**src/rtl/i3c_dyn_addr_unit.sv**
```systemverilog
module i3c_dyn_addr_unit #(
  parameter int AW = 7,
  parameter int IDB = 6,
  parameter logic [AW-1:0] BCAST_ADDR = 7'h7E
) (
  input  logic              clk,
  input  logic              rst_n,
  input  logic [AW-1:0]     static_addr,
  input  logic [8*IDB-1:0]  prov_id,
  input  logic [7:0]        bcr_val,
  input  logic [7:0]        dcr_val,
  input  logic              start_vld,
  input  logic [AW-1:0]     start_addr,
  input  logic              wr_vld,
  input  logic [7:0]        wr_byte,
  input  logic              rd_req,
  input  logic              stop_vld,
  output logic              addr_ack,
  output logic [7:0]        rd_byte,
  output logic [AW-1:0]     dyn_addr
);
  localparam int OFFW = $clog2(IDB + 3);
  localparam logic [OFFW-1:0] OFF_CHB = OFFW'(IDB);
  localparam logic [OFFW-1:0] OFF_CHD = OFFW'(IDB + 1);
  localparam logic [OFFW-1:0] OFF_END = OFFW'(IDB + 2);

  localparam logic [7:0] C_DAA   = 8'h07;
  localparam logic [7:0] C_CLR   = 8'h06;
  localparam logic [7:0] C_ALLST = 8'h29;
  localparam logic [7:0] C_ONEST = 8'h87;
  localparam logic [7:0] C_NEW   = 8'h88;
  localparam logic [7:0] C_ID    = 8'h8D;
  localparam logic [7:0] C_BCH   = 8'h8E;
  localparam logic [7:0] C_DCH   = 8'h8F;

  logic [AW-1:0]   dyn_q;
  logic            sel_q, bc_q, daa_q, ccc_on_q;
  logic [7:0]      code_q;
  logic [OFFW-1:0] off_q;

  logic [AW-1:0] match_addr;
  logic          is_bc, has_dyn, rd_adv;
  logic [7:0]    id_byte, rd_val;

  assign has_dyn    = dyn_q != '0;
  assign match_addr = has_dyn ? dyn_q : static_addr;
  assign is_bc      = start_addr == BCAST_ADDR;
  assign addr_ack   = start_vld && (daa_q ? (is_bc && !has_dyn)
                                          : (is_bc || start_addr == match_addr));
  assign dyn_addr   = dyn_q;

  always_comb begin
    id_byte = 8'hFF;
    for (int i = 0; i < IDB; i++)
      if (off_q == OFFW'(i)) id_byte = prov_id[i*8 +: 8];
  end

  always_comb begin
    rd_val = 8'hFF;
    rd_adv = 1'b0;
    if (sel_q && ccc_on_q) begin
      case (code_q)
        C_DAA: begin
          rd_adv = off_q < OFF_END;
          if (off_q < OFF_CHB)       rd_val = id_byte;
          else if (off_q == OFF_CHB) rd_val = bcr_val;
          else if (off_q == OFF_CHD) rd_val = dcr_val;
        end
        C_ID: begin
          rd_adv = off_q < OFF_CHB;
          if (off_q < OFF_CHB) rd_val = id_byte;
        end
        C_BCH:   rd_val = bcr_val;
        C_DCH:   rd_val = dcr_val;
        default: rd_val = 8'hFF;
      endcase
    end
  end

  assign rd_byte = rd_req ? rd_val : 8'hFF;

  always_ff @(posedge clk or negedge rst_n) begin
    if (!rst_n) begin
      dyn_q    <= '0;
      sel_q    <= 1'b0;
      bc_q     <= 1'b0;
      daa_q    <= 1'b0;
      ccc_on_q <= 1'b0;
      code_q   <= '0;
      off_q    <= '0;
    end else if (stop_vld) begin
      sel_q    <= 1'b0;
      bc_q     <= 1'b0;
      daa_q    <= 1'b0;
      ccc_on_q <= 1'b0;
      code_q   <= '0;
      off_q    <= '0;
    end else if (start_vld) begin
      sel_q <= addr_ack;
      bc_q  <= is_bc;
      if (is_bc && !daa_q) begin
        ccc_on_q <= 1'b0;
        code_q   <= '0;
        off_q    <= '0;
      end
    end else if (wr_vld && sel_q) begin
      if (!ccc_on_q) begin
        if (bc_q) begin
          code_q   <= wr_byte;
          ccc_on_q <= 1'b1;
          if (wr_byte == C_DAA) daa_q <= 1'b1;
          if (wr_byte == C_CLR) dyn_q <= '0;
          if (wr_byte == C_ALLST || wr_byte == C_ONEST) dyn_q <= static_addr;
        end
      end else begin
        case (code_q)
          C_DAA: if (off_q == OFF_END) begin
            dyn_q    <= wr_byte[AW-1:0];
            ccc_on_q <= 1'b0;
            code_q   <= '0;
            off_q    <= '0;
          end
          C_CLR:            dyn_q <= '0;
          C_ALLST, C_ONEST: dyn_q <= static_addr;
          C_NEW:            dyn_q <= wr_byte[AW-1:0];
          default: ;
        endcase
      end
    end else if (rd_req && rd_adv) begin
      off_q <= off_q + OFFW'(1);
    end
  end

  assert_one_event_R11: assert property (@(posedge clk) disable iff (!rst_n)
    $onehot0({start_vld, wr_vld, rd_req, stop_vld}));

  assert_assigned_silent_R3: assert property (@(posedge clk) disable iff (!rst_n)
    (daa_q && has_dyn && start_vld) |-> !addr_ack);

  assert_dyn_by_write_R10: assert property (@(posedge clk) disable iff (!rst_n)
    (dyn_q != $past(dyn_q)) |-> $past(wr_vld && sel_q && !start_vld && !stop_vld));

  assert_stop_clears_R11: assert property (@(posedge clk) disable iff (!rst_n)
    stop_vld |=> (!sel_q && !ccc_on_q && !daa_q && off_q == '0));

  assert_off_step_R4: assert property (@(posedge clk) disable iff (!rst_n)
    (off_q != $past(off_q)) |-> (off_q == '0 || off_q == $past(off_q) + OFFW'(1)));

  assert_off_bound_R4: assert property (@(posedge clk) disable iff (!rst_n)
    off_q <= OFF_END);
endmodule

```
**config.mk**
```make
export PLATFORM = sky130hd
export DESIGN_NAME = i3c_dyn_addr_unit
export DESIGN_NICKNAME = d
export VERILOG_FILES = /design/src/rtl/i3c_dyn_addr_unit.sv
export SDC_FILE = /design/constraint.sdc
export NUM_CORES = 1
export LEC_CHECK = 0
export CELL_PAD_IN_SITES_DETAIL_PLACEMENT = 1
export CELL_PAD_IN_SITES_GLOBAL_PLACEMENT = 1
export CORE_MARGIN = 2
export CORE_UTILIZATION = 32
export CTS_CLUSTER_DIAMETER = 80
export DETAILED_ROUTE_END_ITERATION = 7
export GPL_TIMING_DRIVEN = 1
export PLACE_DENSITY_LB_ADDON = 0.1
export SYNTH_ARGS = -nofsm -noshare
export SYNTH_HDL_FRONTEND = slang
export SYNTH_SLANG_ARGS = --single-unit
```
**constraint.sdc**
```tcl
create_clock -name clk -period 6.9 [get_ports clk]
set_input_delay 1.38 -clock clk [delete_from_list [all_inputs] [get_ports clk]]
set_output_delay 1.38 -clock clk [all_outputs]
set_load 0.005 [all_outputs]
```
---- After elaboration in Yosys (flattened, before gate mapping) ----
Index checks and enable logic that the tools add are counted.
word-level totals
  flip-flop bits (word level) ............. 23
  logic and storage cells ................. 128
cells by class
  add/subtract/negate cells ............... 1
  $lt $le $gt $ge ......................... 2
  eq/ne operators ......................... 32
  mux-type cells .......................... 57
  bitwise gates (word level) .............. 2
  reduce and logical (&&, ||, !) cells .... 27
operators by type and width
  operator                                               number
  two-way mux 8 bit                                      20
  == test 8 bit, second input constant                   6
  two-way mux 7 bit                                      6
  == test 8 x 3 -> 1 bit, second input constant          4
  two-way mux 4 bit                                      8
  case mux 8 bit (4 select lines)                        1
  case mux 7 bit (4 select lines)                        1
  two-way mux 1 bit                                      20
  == test 4 x 3 -> 1 bit, second input constant          4
  == test 8 x 6 -> 1 bit, second input constant          2
  inequality test 4 x 3 -> 1 bit, second input constant  4
  AND reduction 5 bit                                    3
  nonzero test 2 bit                                     5
  == test 4 x 2 -> 1 bit, second input constant          2
  nonzero test 4 bit                                     2
  == test 7 bit                                          1
  == test 7 bit, second input constant                   1
  AND reduction 7 bit                                    1
  nonzero test 7 bit                                     1
  logical AND 1 bit                                      6
  nonzero test 3 bit                                     2
  inequality test 5 x 1 -> 1 bit, second input constant  1
  adder 4 x 1 -> 4 bit, second input constant            1
  == test 4 x 1 -> 1 bit, second input constant          1
  15 further kinds                                       18

---- Logic depth before layout (Yosys ltp) ----
  depth in word-level cells ............... 11
  mapped depth ............................ 10
  depth with buffers taken out ............ 7

---- Worst setup path after synthesis ----
OpenSTA, ideal clock, no wires.
  path kind ............................... input port to output port
  from .................................... input static_addr[3]
  to ...................................... output addr_ack
  data arrival time ....................... 2.505 ns
  slack ................................... 3.015 ns
  stages .................................. 5
  cell sequence ........................... nor2b_1 -> a311o_1 -> a222oi_1 -> nand4b_1 -> a21boi_0
between the ends
  word-level cells in the longest chain between the ends .. 5
ends and longest elaborated chain
  what               line  text
  from (decl)        8     input logic [AW-1:0] static_addr,
  two-way mux 7 bit  46    assign match_addr = has_dyn ? dyn_q : static_addr;
  == test 7 bit      49    : (is_bc || start_addr == match_addr));
  logical OR 1 bit   49
  two-way mux 1 bit  48    assign addr_ack = start_vld && (daa_q ? (is_bc && !has_dyn)
  logical AND 1 bit  48
  to (decl)          18    output logic addr_ack,
Every way passes these cells.

---- Worst setup path after layout ----
  from .................................... input static_addr[5]
  to ...................................... output addr_ack
The elaborated chain is that of the path after synthesis.

==> key figures <==
Synthesis
  • EDFF count, synth: 0
  • Seq/Total Area, Yosys: 0.230
  • Avg Cell Area, Syn: approximately 7.5 sq um
  • Post-synthesis async set-or-reset flop share: 1.00
  • Mapped Cells: between 300 and 400
  • Seq cells post-synth: 23
  • Yosys cell types: between 50 and 60
  • Area of the mapped netlist: around 0.0025 sq mm
  • Ys flop type: dfrtp_1
  • Post-synthesis net count: around 430
  • Synth warn: 0

Power
  • Power density over the cells: approximately 90 mW/mm^2
  • Peak supply drop: about 0.045 mV
  • Static leakage: 1.37 nW

Clocking
  • CTS hold repair buffers: 0
  • CTS Buffer Depth: 2
  • Clock sinks: 23
  • Post-CTS Setup Repair Bufs: 0
  • H-tree Lvls: 1
  • Post-cts resize count: 0
  • Worst skew pair latency: 0.26 ns
  • Num CTS Buffers: 3
  • CTS tree: done
  • Clock tree root buffer cell: clkbuf_8
  • Clk slew on worst S/H paths: around 0.08 ns

Timing
  • Slew HR: 0.297
  • Period utilization: 0.732
  • Worst slew pin tran: between 1 and 1.5 ns
  • Setup TNS: 0 ns
  • Fmax: 0.198 GHz
  • Final setup violation count: 0
  • Worst-case clock skew: approximately 0.0041 ns
  • Unrepaired setup endpoints after global routing: false
  • Final worst slack: about 1.8 ns
  • Tmin final: around 5.1 ns
  • Final hold vios: 0
  • Max-slew violation count: 0

Final layout
  • Area grow syn2layout: 46.6%
  • Cell area after layout: roughly 0.0037 sq mm
  • ANT cells: 0
  • Final non-filler cell total: between 500 and 600
  • Fin util: 0.479
  • Ratio of cells with drive above 1 in the final layout: 0.0351
  • # nets final: about 520

Route
  • Vias per inst: ~5.7
  • Iter 0 DRT Violations: ~120
  • Post-DRT Antenna Nets: 0
  • 1st-pass router iterations: 4
  • DR vias: approximately 3000
  • Residual DRC: 0
  • DRT Wirelength: ~9600 um
  • Avg WL per Cell: ~18 um

Global route
  • Antenna violations before repair: 0
  • Total gr overflow: 0
  • Vias in the first global route: slightly above 3000
  • Largest net degree at the start of global routing: 24
  • Global-route wire length before repair: 15700 um
  • Overall routing resource usage: 0.222

Place
  • Dpl hpwl: 7540 um
  • Area after DPL: approximately 0.0036 sq mm
  • Gpl congestion: between 0.8 and 0.9
  • Port bufs: between 100 and 150
  • Setup WS pre-CTS: 1.91 ns
  • Placed Cells: between 500 and 600

Run status
  • Status: complete, no violations

Critical path
  • Data required time of the critical path: 5.52 ns
  • CP startpoint kind: primary input
  • Crit-path max FO: 2
  • Reg2reg start: off_q[1]$_DFFE_PN0P_
  • Worst setup EP type: output port
  • Critical Path AT: between 3 and 4 ns
  • CP startpoint: static_addr[5]
  • Crit path kind: in2out

Min path
  • Worst Hold Class: reg2reg
  • HP Start: code_q[7]$_DFFE_PN0P_

Flow run
  • MaxCap Viol Count: 0

Die
  • Core outline area: roughly 0.0076 sq mm
  • Number of core rows: 32
  • Die width: between 90 and 100 um
  • Die Y: 92.4 um
  • I/O Pins: 108
  • Die area: roughly 0.0085 sq mm
  • Initial Util: 0.327
metal layers:
| layer | vias up | GRT usage | routed length [um] |
|---|---|---|---|
| met2 | 104 | 0.391 | 4630 |
| met1 | 1426 | 0.294 | 4270 |
| li1 | 1472 | - | - |
| met3 | 6 | 0.0269 | 611 |
| met5 | - | 0 | 0 |
| met4 | 0 | 0.0435 | 80 |
synthesized netlist by cell type, types with 5 or more instances:
cell	n	share of area
a21oi_1	12	0.024
a221oi_1	8	0.028
a22oi_1	15	0.045
a32oi_1	5	0.018
clkbuf_1	11	0.017
dfrtp_1	23	0.23
inv_1	20	0.030
nand2_1	57	0.086
nand3_1	7	0.014
nand4_1	5	0.013
nor2_1	31	0.047
nor2b_1	9	0.023
nor3_1	5	0.010
o211ai_1	17	0.051
o21ai_0	11	0.022
o22a_1	9	0.032
o22ai_1	16	0.040
o31a_1	8	0.028
worst paths after layout:
path	end	slack, ns	depth (start not counted)
max in group asynchronous	off_q[0]$_DFFE_PN0P_	4.58	1
min	code_q[7]$_DFFE_PN0P_	0.59	2
min in group asynchronous	dyn_addr[4]$_DFFE_PN0P_	1.69	1
min reg2reg	code_q[7]$_DFFE_PN0P_	0.59	2
max reg2reg	code_q[0]$_DFFE_PN0P_	4.15	6
max	addr_ack	1.85	7
cell type report:
type                    instances  area (sq um)
inverters                      20          75.1
repair buffers                107          1070
clock buffers                   4          45.0
fillers                       921          3980
flip-flops and latches         23           576
well taps                     102           128
multi-input cells             273          1770
placed cells by master (no fill, tap or decap), types with 4 or more instances in the layout:
cell type / instances
o21ai_0: 11
o22a_1: 9
o31a_1: 8
inv_1: 20
o22ai_1: 16
a221oi_1: 8
a311o_1: 4
and4b_1: 4
nand4_1: 5
a21oi_1: 12
dfrtp_1: 23
ha_1: 4
nand3_1: 7
nor3_1: 5
nor2b_1: 9
clkdlybuf4s50_1: 107
a22oi_1: 15
nor4b_1: 4
a32oi_1: 5
nand2_1: 57
nor2_1: 31
o211ai_1: 17
flip-flops by register name, indices dropped and copies added (netlist names):
register	count
ccc_on_q	1
off_q	4
bc_q	1
dyn_addr	7
sel_q	1
code_q	8
daa_q	1
report_power, final:
part	total, mW	switching [mW]	internal (mW)
combinational	0.0994	0.0380	0.0615
clock	0.0831	0.0419	0.0411
sequential	0.145	0.00682	0.139
per-stage QoR:
| step | power (mW) | hold WS, ns |
|---|---|---|
| floorplan | 0.177 | 0.527 |
| global placement | 0.246 | 0.564 |
| detailed placement | 0.247 | 0.589 |
| CTS | 0.330 | 0.608 |
| global route | 0.345 | 0.648 |
| finish | 0.328 | 0.593 |
cells by family (layout without fill, tap and decap cells):
group                      count (synthesis)  after routing  synth area share
buffers and inverters                     39            131            0.0616
muxes                                      2              2           0.00801
DFF                                       23             23             0.230
AOI/OAI and AO/OA                        126            126             0.382
adders and majority gates                  4              4            0.0200
xor gates and xnor gates                   2              2           0.00701
and+or+nand+nor                          139            139             0.291
critical path, stage by stage:
cell	delay [ns]
clkdlybuf4s50_1	0.49
nor4b_1	0.50
a32oi_1	0.19
a32oi_1	0.20
nand4b_1	0.17
a21boi_0	0.21
clkdlybuf4s50_1	0.53
(Power assumes the default switching activity.)
